[src/rtl/pwrseq_pkg.sv]
package pwrseq_pkg;

    typedef enum logic [2:0] {
        ST_OFF,
        ST_DRAMP,
        ST_ARAMP,
        ST_ON,
        ST_DOWN,
        ST_FAULT
    } seq_state_e;

    localparam int FC_W = 3;

    typedef enum logic [FC_W-1:0] {
        FC_NONE     = 3'd0,
        FC_DIG_SLOW = 3'd1,
        FC_ANA_FAST = 3'd2,
        FC_ANA_SLOW = 3'd3,
        FC_DIG_LOST = 3'd4
    } fault_code_e;

    function automatic int max3(input int a, input int b, input int c);
        int m;
        m = (a > b) ? a : b;
        return (m > c) ? m : c;
    endfunction

endpackage

[src/rtl/seq_input_sync.sv]
module seq_input_sync #(
    parameter int STAGES = 2,
    parameter int W      = 3
) (
    input  logic         clk,
    input  logic         rst_n,
    input  logic [W-1:0] d_in,
    output logic [W-1:0] d_out
);
    generate
        if (STAGES == 0) begin : g_bypass
            assign d_out = d_in;
        end else begin : g_chain
            logic [STAGES-1:0][W-1:0] chain_q;
            always_ff @(posedge clk) begin
                if (!rst_n) begin
                    chain_q <= '0;
                end else begin
                    chain_q[0] <= d_in;
                    for (int i = 1; i < STAGES; i++) begin
                        chain_q[i] <= chain_q[i-1];
                    end
                end
            end
            assign d_out = chain_q[STAGES-1];
        end
    endgenerate
endmodule

[src/rtl/seq_tick_counter.sv]
module seq_tick_counter #(
    parameter int W = 13
) (
    input  logic         clk,
    input  logic         rst_n,
    input  logic         clr,
    input  logic         tick,
    output logic [W-1:0] count
);
    logic [W-1:0] cnt_d, cnt_q;

    always_comb begin
        cnt_d = clr ? '0 : cnt_q;
        if (tick && (cnt_d != '1)) begin
            cnt_d = cnt_d + 1'b1;
        end
    end

    always_ff @(posedge clk) begin
        if (!rst_n) cnt_q <= '0;
        else        cnt_q <= cnt_d;
    end

    assign count = cnt_q;
endmodule

[src/rtl/seq_ctrl_fsm.sv]
module seq_ctrl_fsm
    import pwrseq_pkg::*;
#(
    parameter int CNT_W     = 13,
    parameter int DIG_MAX   = 5000,
    parameter int ANA_MIN   = 50,
    parameter int ANA_MAX   = 5000,
    parameter int DISCHARGE = 100
) (
    input  logic             clk,
    input  logic             rst_n,
    input  logic             run,
    input  logic             dig_good,
    input  logic             ana_lo,
    input  logic             ana_hi,
    input  logic [CNT_W-1:0] cnt,
    output logic             cnt_clr,
    output logic             dig_en,
    output logic             ana_en,
    output logic             ready,
    output logic             fault,
    output logic [FC_W-1:0]  fault_code
);
    localparam logic [CNT_W-1:0] DIG_LIM = CNT_W'(DIG_MAX);
    localparam logic [CNT_W-1:0] MIN_LIM = CNT_W'(ANA_MIN);
    localparam logic [CNT_W-1:0] ANA_LIM = CNT_W'(ANA_MAX);
    localparam logic [CNT_W-1:0] DIS_LIM = CNT_W'(DISCHARGE);

    typedef struct packed {
        seq_state_e  st;
        logic        lo_seen;
        logic        dis_done;
        fault_code_e code;
    } fsm_t;

    fsm_t r_d, r_q;
    logic clr_d;

    always_comb begin
        r_d   = r_q;
        clr_d = 1'b0;
        unique case (r_q.st)
            ST_OFF: begin
                r_d.code     = FC_NONE;
                r_d.dis_done = 1'b0;
                if (run) begin
                    r_d.st = ST_DRAMP;
                    clr_d  = 1'b1;
                end
            end
            ST_DRAMP: begin
                if (dig_good && run) begin
                    r_d.st      = ST_ARAMP;
                    r_d.lo_seen = 1'b0;
                    clr_d       = 1'b1;
                end else if (!dig_good && (cnt > DIG_LIM)) begin
                    r_d.st       = ST_FAULT;
                    r_d.code     = FC_DIG_SLOW;
                    r_d.dis_done = 1'b0;
                    clr_d        = 1'b1;
                end else if (!run) begin
                    r_d.st = ST_DOWN;
                    clr_d  = 1'b1;
                end
            end
            ST_ARAMP: begin
                if (!dig_good) begin
                    r_d.st       = ST_FAULT;
                    r_d.code     = FC_DIG_LOST;
                    r_d.dis_done = 1'b0;
                    clr_d        = 1'b1;
                end else if (cnt > ANA_LIM) begin
                    r_d.st       = ST_FAULT;
                    r_d.code     = FC_ANA_SLOW;
                    r_d.dis_done = 1'b0;
                    clr_d        = 1'b1;
                end else if (ana_hi) begin
                    if (!r_q.lo_seen || (cnt < MIN_LIM)) begin
                        r_d.st       = ST_FAULT;
                        r_d.code     = FC_ANA_FAST;
                        r_d.dis_done = 1'b0;
                        clr_d        = 1'b1;
                    end else begin
                        r_d.st = ST_ON;
                    end
                end else if (!run) begin
                    r_d.st = ST_DOWN;
                    clr_d  = 1'b1;
                end else if (ana_lo && !r_q.lo_seen) begin
                    r_d.lo_seen = 1'b1;
                    clr_d       = 1'b1;
                end
            end
            ST_ON: begin
                if (!dig_good) begin
                    r_d.st       = ST_FAULT;
                    r_d.code     = FC_DIG_LOST;
                    r_d.dis_done = 1'b0;
                    clr_d        = 1'b1;
                end else if (!run) begin
                    r_d.st = ST_DOWN;
                    clr_d  = 1'b1;
                end
            end
            ST_DOWN: begin
                if (cnt > DIS_LIM) begin
                    r_d.st = ST_OFF;
                end
            end
            ST_FAULT: begin
                if (!r_q.dis_done && (cnt > DIS_LIM)) begin
                    r_d.dis_done = 1'b1;
                end
                if (r_q.dis_done && !run) begin
                    r_d.st   = ST_OFF;
                    r_d.code = FC_NONE;
                end
            end
            default: begin
                r_d.st = ST_OFF;
            end
        endcase
    end

    always_ff @(posedge clk) begin
        if (!rst_n) begin
            r_q <= '{st: ST_OFF, lo_seen: 1'b0, dis_done: 1'b0, code: FC_NONE};
        end else begin
            r_q <= r_d;
        end
    end

    assign cnt_clr    = clr_d;
    assign dig_en     = (r_q.st inside {ST_DRAMP, ST_ARAMP, ST_ON, ST_DOWN}) ||
                        ((r_q.st == ST_FAULT) && !r_q.dis_done);
    assign ana_en     = (r_q.st inside {ST_ARAMP, ST_ON});
    assign ready      = (r_q.st == ST_ON);
    assign fault      = (r_q.st == ST_FAULT);
    assign fault_code = r_q.code;
endmodule

[src/rtl/pwrseq_dual_rail.sv]
module pwrseq_dual_rail
    import pwrseq_pkg::*;
#(
    parameter int DIG_MAX_TICKS   = 5000,
    parameter int ANA_MIN_TICKS   = 50,
    parameter int ANA_MAX_TICKS   = 5000,
    parameter int DISCHARGE_TICKS = 100,
    parameter int SYNC_STAGES     = 2
) (
    input  logic            clk,
    input  logic            rst_n,
    input  logic            tick,
    input  logic            run,
    input  logic            dig_good,
    input  logic            ana_lo,
    input  logic            ana_hi,
    output logic            dig_en,
    output logic            ana_en,
    output logic            ready,
    output logic            fault,
    output logic [FC_W-1:0] fault_code
);
    localparam int LIM_MAX = max3(DIG_MAX_TICKS, ANA_MAX_TICKS, DISCHARGE_TICKS);
    localparam int CNT_W   = $clog2(LIM_MAX + 2);

    logic [2:0]       raw_in, sync_out;
    logic             dig_good_s, ana_lo_s, ana_hi_s;
    logic             cnt_clr;
    logic [CNT_W-1:0] cnt;

    assign raw_in = {dig_good, ana_lo, ana_hi};
    assign {dig_good_s, ana_lo_s, ana_hi_s} = sync_out;

    seq_input_sync #(.STAGES(SYNC_STAGES), .W(3)) u_sync (
        .clk   (clk),
        .rst_n (rst_n),
        .d_in  (raw_in),
        .d_out (sync_out)
    );

    seq_tick_counter #(.W(CNT_W)) u_cnt (
        .clk   (clk),
        .rst_n (rst_n),
        .clr   (cnt_clr),
        .tick  (tick),
        .count (cnt)
    );

    seq_ctrl_fsm #(
        .CNT_W     (CNT_W),
        .DIG_MAX   (DIG_MAX_TICKS),
        .ANA_MIN   (ANA_MIN_TICKS),
        .ANA_MAX   (ANA_MAX_TICKS),
        .DISCHARGE (DISCHARGE_TICKS)
    ) u_fsm (
        .clk        (clk),
        .rst_n      (rst_n),
        .run        (run),
        .dig_good   (dig_good_s),
        .ana_lo     (ana_lo_s),
        .ana_hi     (ana_hi_s),
        .cnt        (cnt),
        .cnt_clr    (cnt_clr),
        .dig_en     (dig_en),
        .ana_en     (ana_en),
        .ready      (ready),
        .fault      (fault),
        .fault_code (fault_code)
    );
endmodule

[config.mk]
export PLATFORM = sky130hd
export DESIGN_NAME = pwrseq_dual_rail
export DESIGN_NICKNAME = d
export VERILOG_FILES = /design/src/rtl/pwrseq_pkg.sv /design/src/rtl/seq_input_sync.sv /design/src/rtl/seq_tick_counter.sv /design/src/rtl/seq_ctrl_fsm.sv /design/src/rtl/pwrseq_dual_rail.sv
export SDC_FILE = /design/constraint.sdc
export NUM_CORES = 1
export LEC_CHECK = 0
export ABC_AREA = 1
export ABC_CLOCK_PERIOD_IN_PS = 2500
export CORE_MARGIN = 3
export CORE_UTILIZATION = 40
export DETAILED_ROUTE_END_ITERATION = 7
export GPL_TIMING_DRIVEN = 0
export PLACE_DENSITY = 0.69
export SLEW_MARGIN = 20
export SYNTH_ARGS = -nofsm -noshare
export SYNTH_HDL_FRONTEND = slang
export SYNTH_SLANG_ARGS = --single-unit
[constraint.sdc]
create_clock -name clk -period 2.5 [get_ports clk]
set_input_delay 0.375 -clock clk [delete_from_list [all_inputs] [get_ports clk]]
set_output_delay 0.375 -clock clk [all_outputs]
set_load 0.03 [all_outputs]
==> flow_metrics.tcl <==
set metrics [dict create \
    place_ws_ns -0.481 \
    cp.arrival_ns 2.75 \
    dr.pass1.iters 5 \
    place_congestion 0.927 \
    routed_wl_mm 5.20 \
    fillers 395 \
    fin_util_pct 57.4 \
    power_leakage_nw 1.18 \
    worst_slew_margin_rel_pct 46.9 \
    whs_path_depth 2 \
    grt_pass1_wl_mm 8.19 \
    antenna_cells 0 \
    async_reset_ff_share_pct 0 \
    clk_pin_slew_ns 0.09 \
    core_sq_um 4410 \
    cts_inserted_buffers 3 \
    grt_start_max_net_pins 16 \
    h-tree-depth 1 \
    wire_per_inst_um 13.0 \
    synth_cells 301 \
    postRouteAntennaNets 0 \
    yosys.area.top_type_share_pct 29.3 \
    p_total_mw 1.42 \
    grt_use_total_pct 18.9 \
    ys.flop_type "dfxtp_1" \
    path_max_fanout 8 \
    critical_path_required_ns 2.70 \
    cp.buffers_inverters 3 \
    yosysSeqAreaShare_pct 29.3 \
    critPathTopFamily "simple AND/OR/NAND/NOR gates" \
    final_nets 356 \
    final.period_utilization_pct 102 \
    synth_nets 309 \
    cts.sinks 27 \
    synth_area_per_cell_sq_um 6.13 \
    synth_area_leaders "dfxtp_1, nand2_1, nor2_1" \
    dieArea_sq_um 5460 \
    synth-seq-cells 27 \
    critPathKind "register to register" \
    drtIter0Drc 157 \
    rr_worst_depth 21 \
    tritoncts "built" \
    cp_slowest_cell "dfxtp_4" \
    synth_edf_count 0 \
    fmax_ghz 0.393 \
    yosysMostFrequentCell "nand2_1" \
    cp-end-kind "register" \
    setup_viol 8 \
    area_growth_pct 37.3 \
    peakVddDrop_v 0.000453 \
    vias 2061 \
    skew_ns 0.00254 \
    violations "setup timing" \
    synth_common_cells "nand2_1, nor2_1, inv_1" \
    portBuffers 12 \
    pin_count 14 \
    tightest_slew_ns 0.796 \
    cp-start-kind "register" \
    grt_pass1_vias 1785 \
    grt.overflow.total 0 \
    finalHoldViolCount 0 \
    ys_types 37 \
    clk_latency_ns 0.27 \
    layout_setup_ws_ns -0.0415 \
    cts-root-buf "clkbuf_8" \
    row_count 24 \
    worst-path-stages 21 \
    hold_path.class "register to register" \
    finalCriticalPeriod_ns 2.54 \
    yosysWarnings 0 \
    drc 0 \
    yosysTopAreaCell "dfxtp_1" \
    hold_slack_ns 0.413 \
    drive_above_1_share_pct 34.9 \
    antenna_found_initial 0 \
    drv_cap 0 \
    place_area_sq_um 2040 \
    vias_per_cell 5.17 \
    worstPathCellList "nand2_4 > inv_4 > nand2_2 > nor2_1 > nand2_1 > nand2_2 > inv_2 > nand2_4 > nand2_4 > nor2_4 > nand2_4 > nor2_4 > ha_4 > nand2_2 > inv_2 > nand4_1 > nor2_4 > nand3_4 > nand2_8 > nand2_4 > a21oi_2" \
    rsz0062_at_grt "yes" \
    synth_area_sq_um 1850 \
    outcome "finished with violations" \
    cts_buffer_depth 2 \
    postLayoutCellArea_sq_um 2530 \
    place_hpwl_mm 3.38 \
    cp_slowest_stage_delay_ns 0.40 \
    maxSlewViolCount 0 \
    dieHeight_um 73.9 \
    die_w_um 73.9 \
    initial_utilization_pct 41.8 \
    crit_top_cell "nand2_4" \
    power_per_cell_area_nw_per_um2 561 \
]
[cell type report]
class	count	area [sq um]	share of cell area, %
multi-input combinational	216	1260	49.6
timing repair buffer	43	355	14.0
tap	52	65.1	2.57
buffer	7	38.8	1.53
sequential	27	581	22.9
inverter	50	190	7.51
clock buffer	3	41.3	1.63
clock inverter	1	5.00	0.198
[flip-flops by register name, summed over array words and instances (netlist names)]
| signal | flops |
|---|---|
| u_cnt.count | 13 |
| u_fsm.fault_code | 3 |
| u_fsm.r_q | 5 |
| u_sync.d_out | 3 |
| u_sync.g_chain.chain_q | 3 |
[cells by family (layout without fill, tap and decap cells)]
| family | count (synthesis) | in the layout | share of synthesized area (%) |
|---|---|---|---|
| xor+xnor | 4 | 4 | 1.90 |
| flops | 27 | 27 | 29.3 |
| fa+ha+maj | 1 | 1 | 0.678 |
| simple gates | 169 | 169 | 42.0 |
| compound gates | 42 | 42 | 13.3 |
| buf+inv | 58 | 104 | 12.9 |
[metal layers]
| metal | routed length [um] | GRT usage (%) | vias up |
|---|---|---|---|
| li1 | - | - | 1051 |
| met2 | 2340 | 29.4 | 77 |
| met3 | 295 | 4.24 | 6 |
| met5 | 0 | 0 | - |
| met1 | 2490 | 26.6 | 927 |
| met4 | 63 | 4.63 | 0 |
[power breakdown]
| group | switching [mW] | internal [mW] | total [mW] |
|---|---|---|---|
| registers | 0.0394 | 0.466 | 0.505 |
| logic | 0.399 | 0.263 | 0.662 |
| clock network | 0.142 | 0.112 | 0.254 |
[stage by stage]
stage	setup TNS (ns)	cells
2_1_floorplan	0	301
4_1_cts	0	389
3_3_place_gp	-5.69	365
5_1_grt	-2.25	399
6_report	-0.251	399
3_5_place_dp	-5.45	365
[final timing paths]
kind                              from         endpoint  slack [ns]
min          u_sync.g_chain.chain_q[2]  u_sync.d_out[2]        0.41
max reg2reg             u_cnt.count[8]   u_cnt.count[2]       -0.04
max                     u_cnt.count[8]   u_cnt.count[2]       -0.04
min reg2reg  u_sync.g_chain.chain_q[2]  u_sync.d_out[2]        0.41
[placed cells by master (no fill, tap or decap), drive strengths merged]
cell type       n
nand3          29
inv            49
o21ai          14
a211oi          2
nor2           49
ha              1
a2111oi         1
buf            36
dlymetal6s2s    1
o2111ai         1
clkdlybuf4s50  11
a31oi           1
nor4            1
clkinv          2
nand4           8
a221oi          1
o211ai          1
clkbuf          5
a21oi          20
dfxtp          27
nand2          77
nor3            3
a22o            1
or2             1
xnor2           3
nand3b          1
xor2            1
[worst reg2reg max path: cells and delay by family, from the launching register on]
family,cells,cell delay [ns]
fa+ha+maj,1,0.15
compound gates,1,0.12
buf+inv,3,0.16
flops,1,0.40
simple gates,16,1.65
[what timing repair did]
| action | CTS | global route |
|---|---|---|
| hold buffers | 0 | 0 |
| endpoints found under the setup margin | 13 | 14 |
| buffers inserted | 20 | 11 |
| pin swaps | 11 | 23 |
| resized for setup | 40 | 38 |
(Power assumes the default switching activity.)
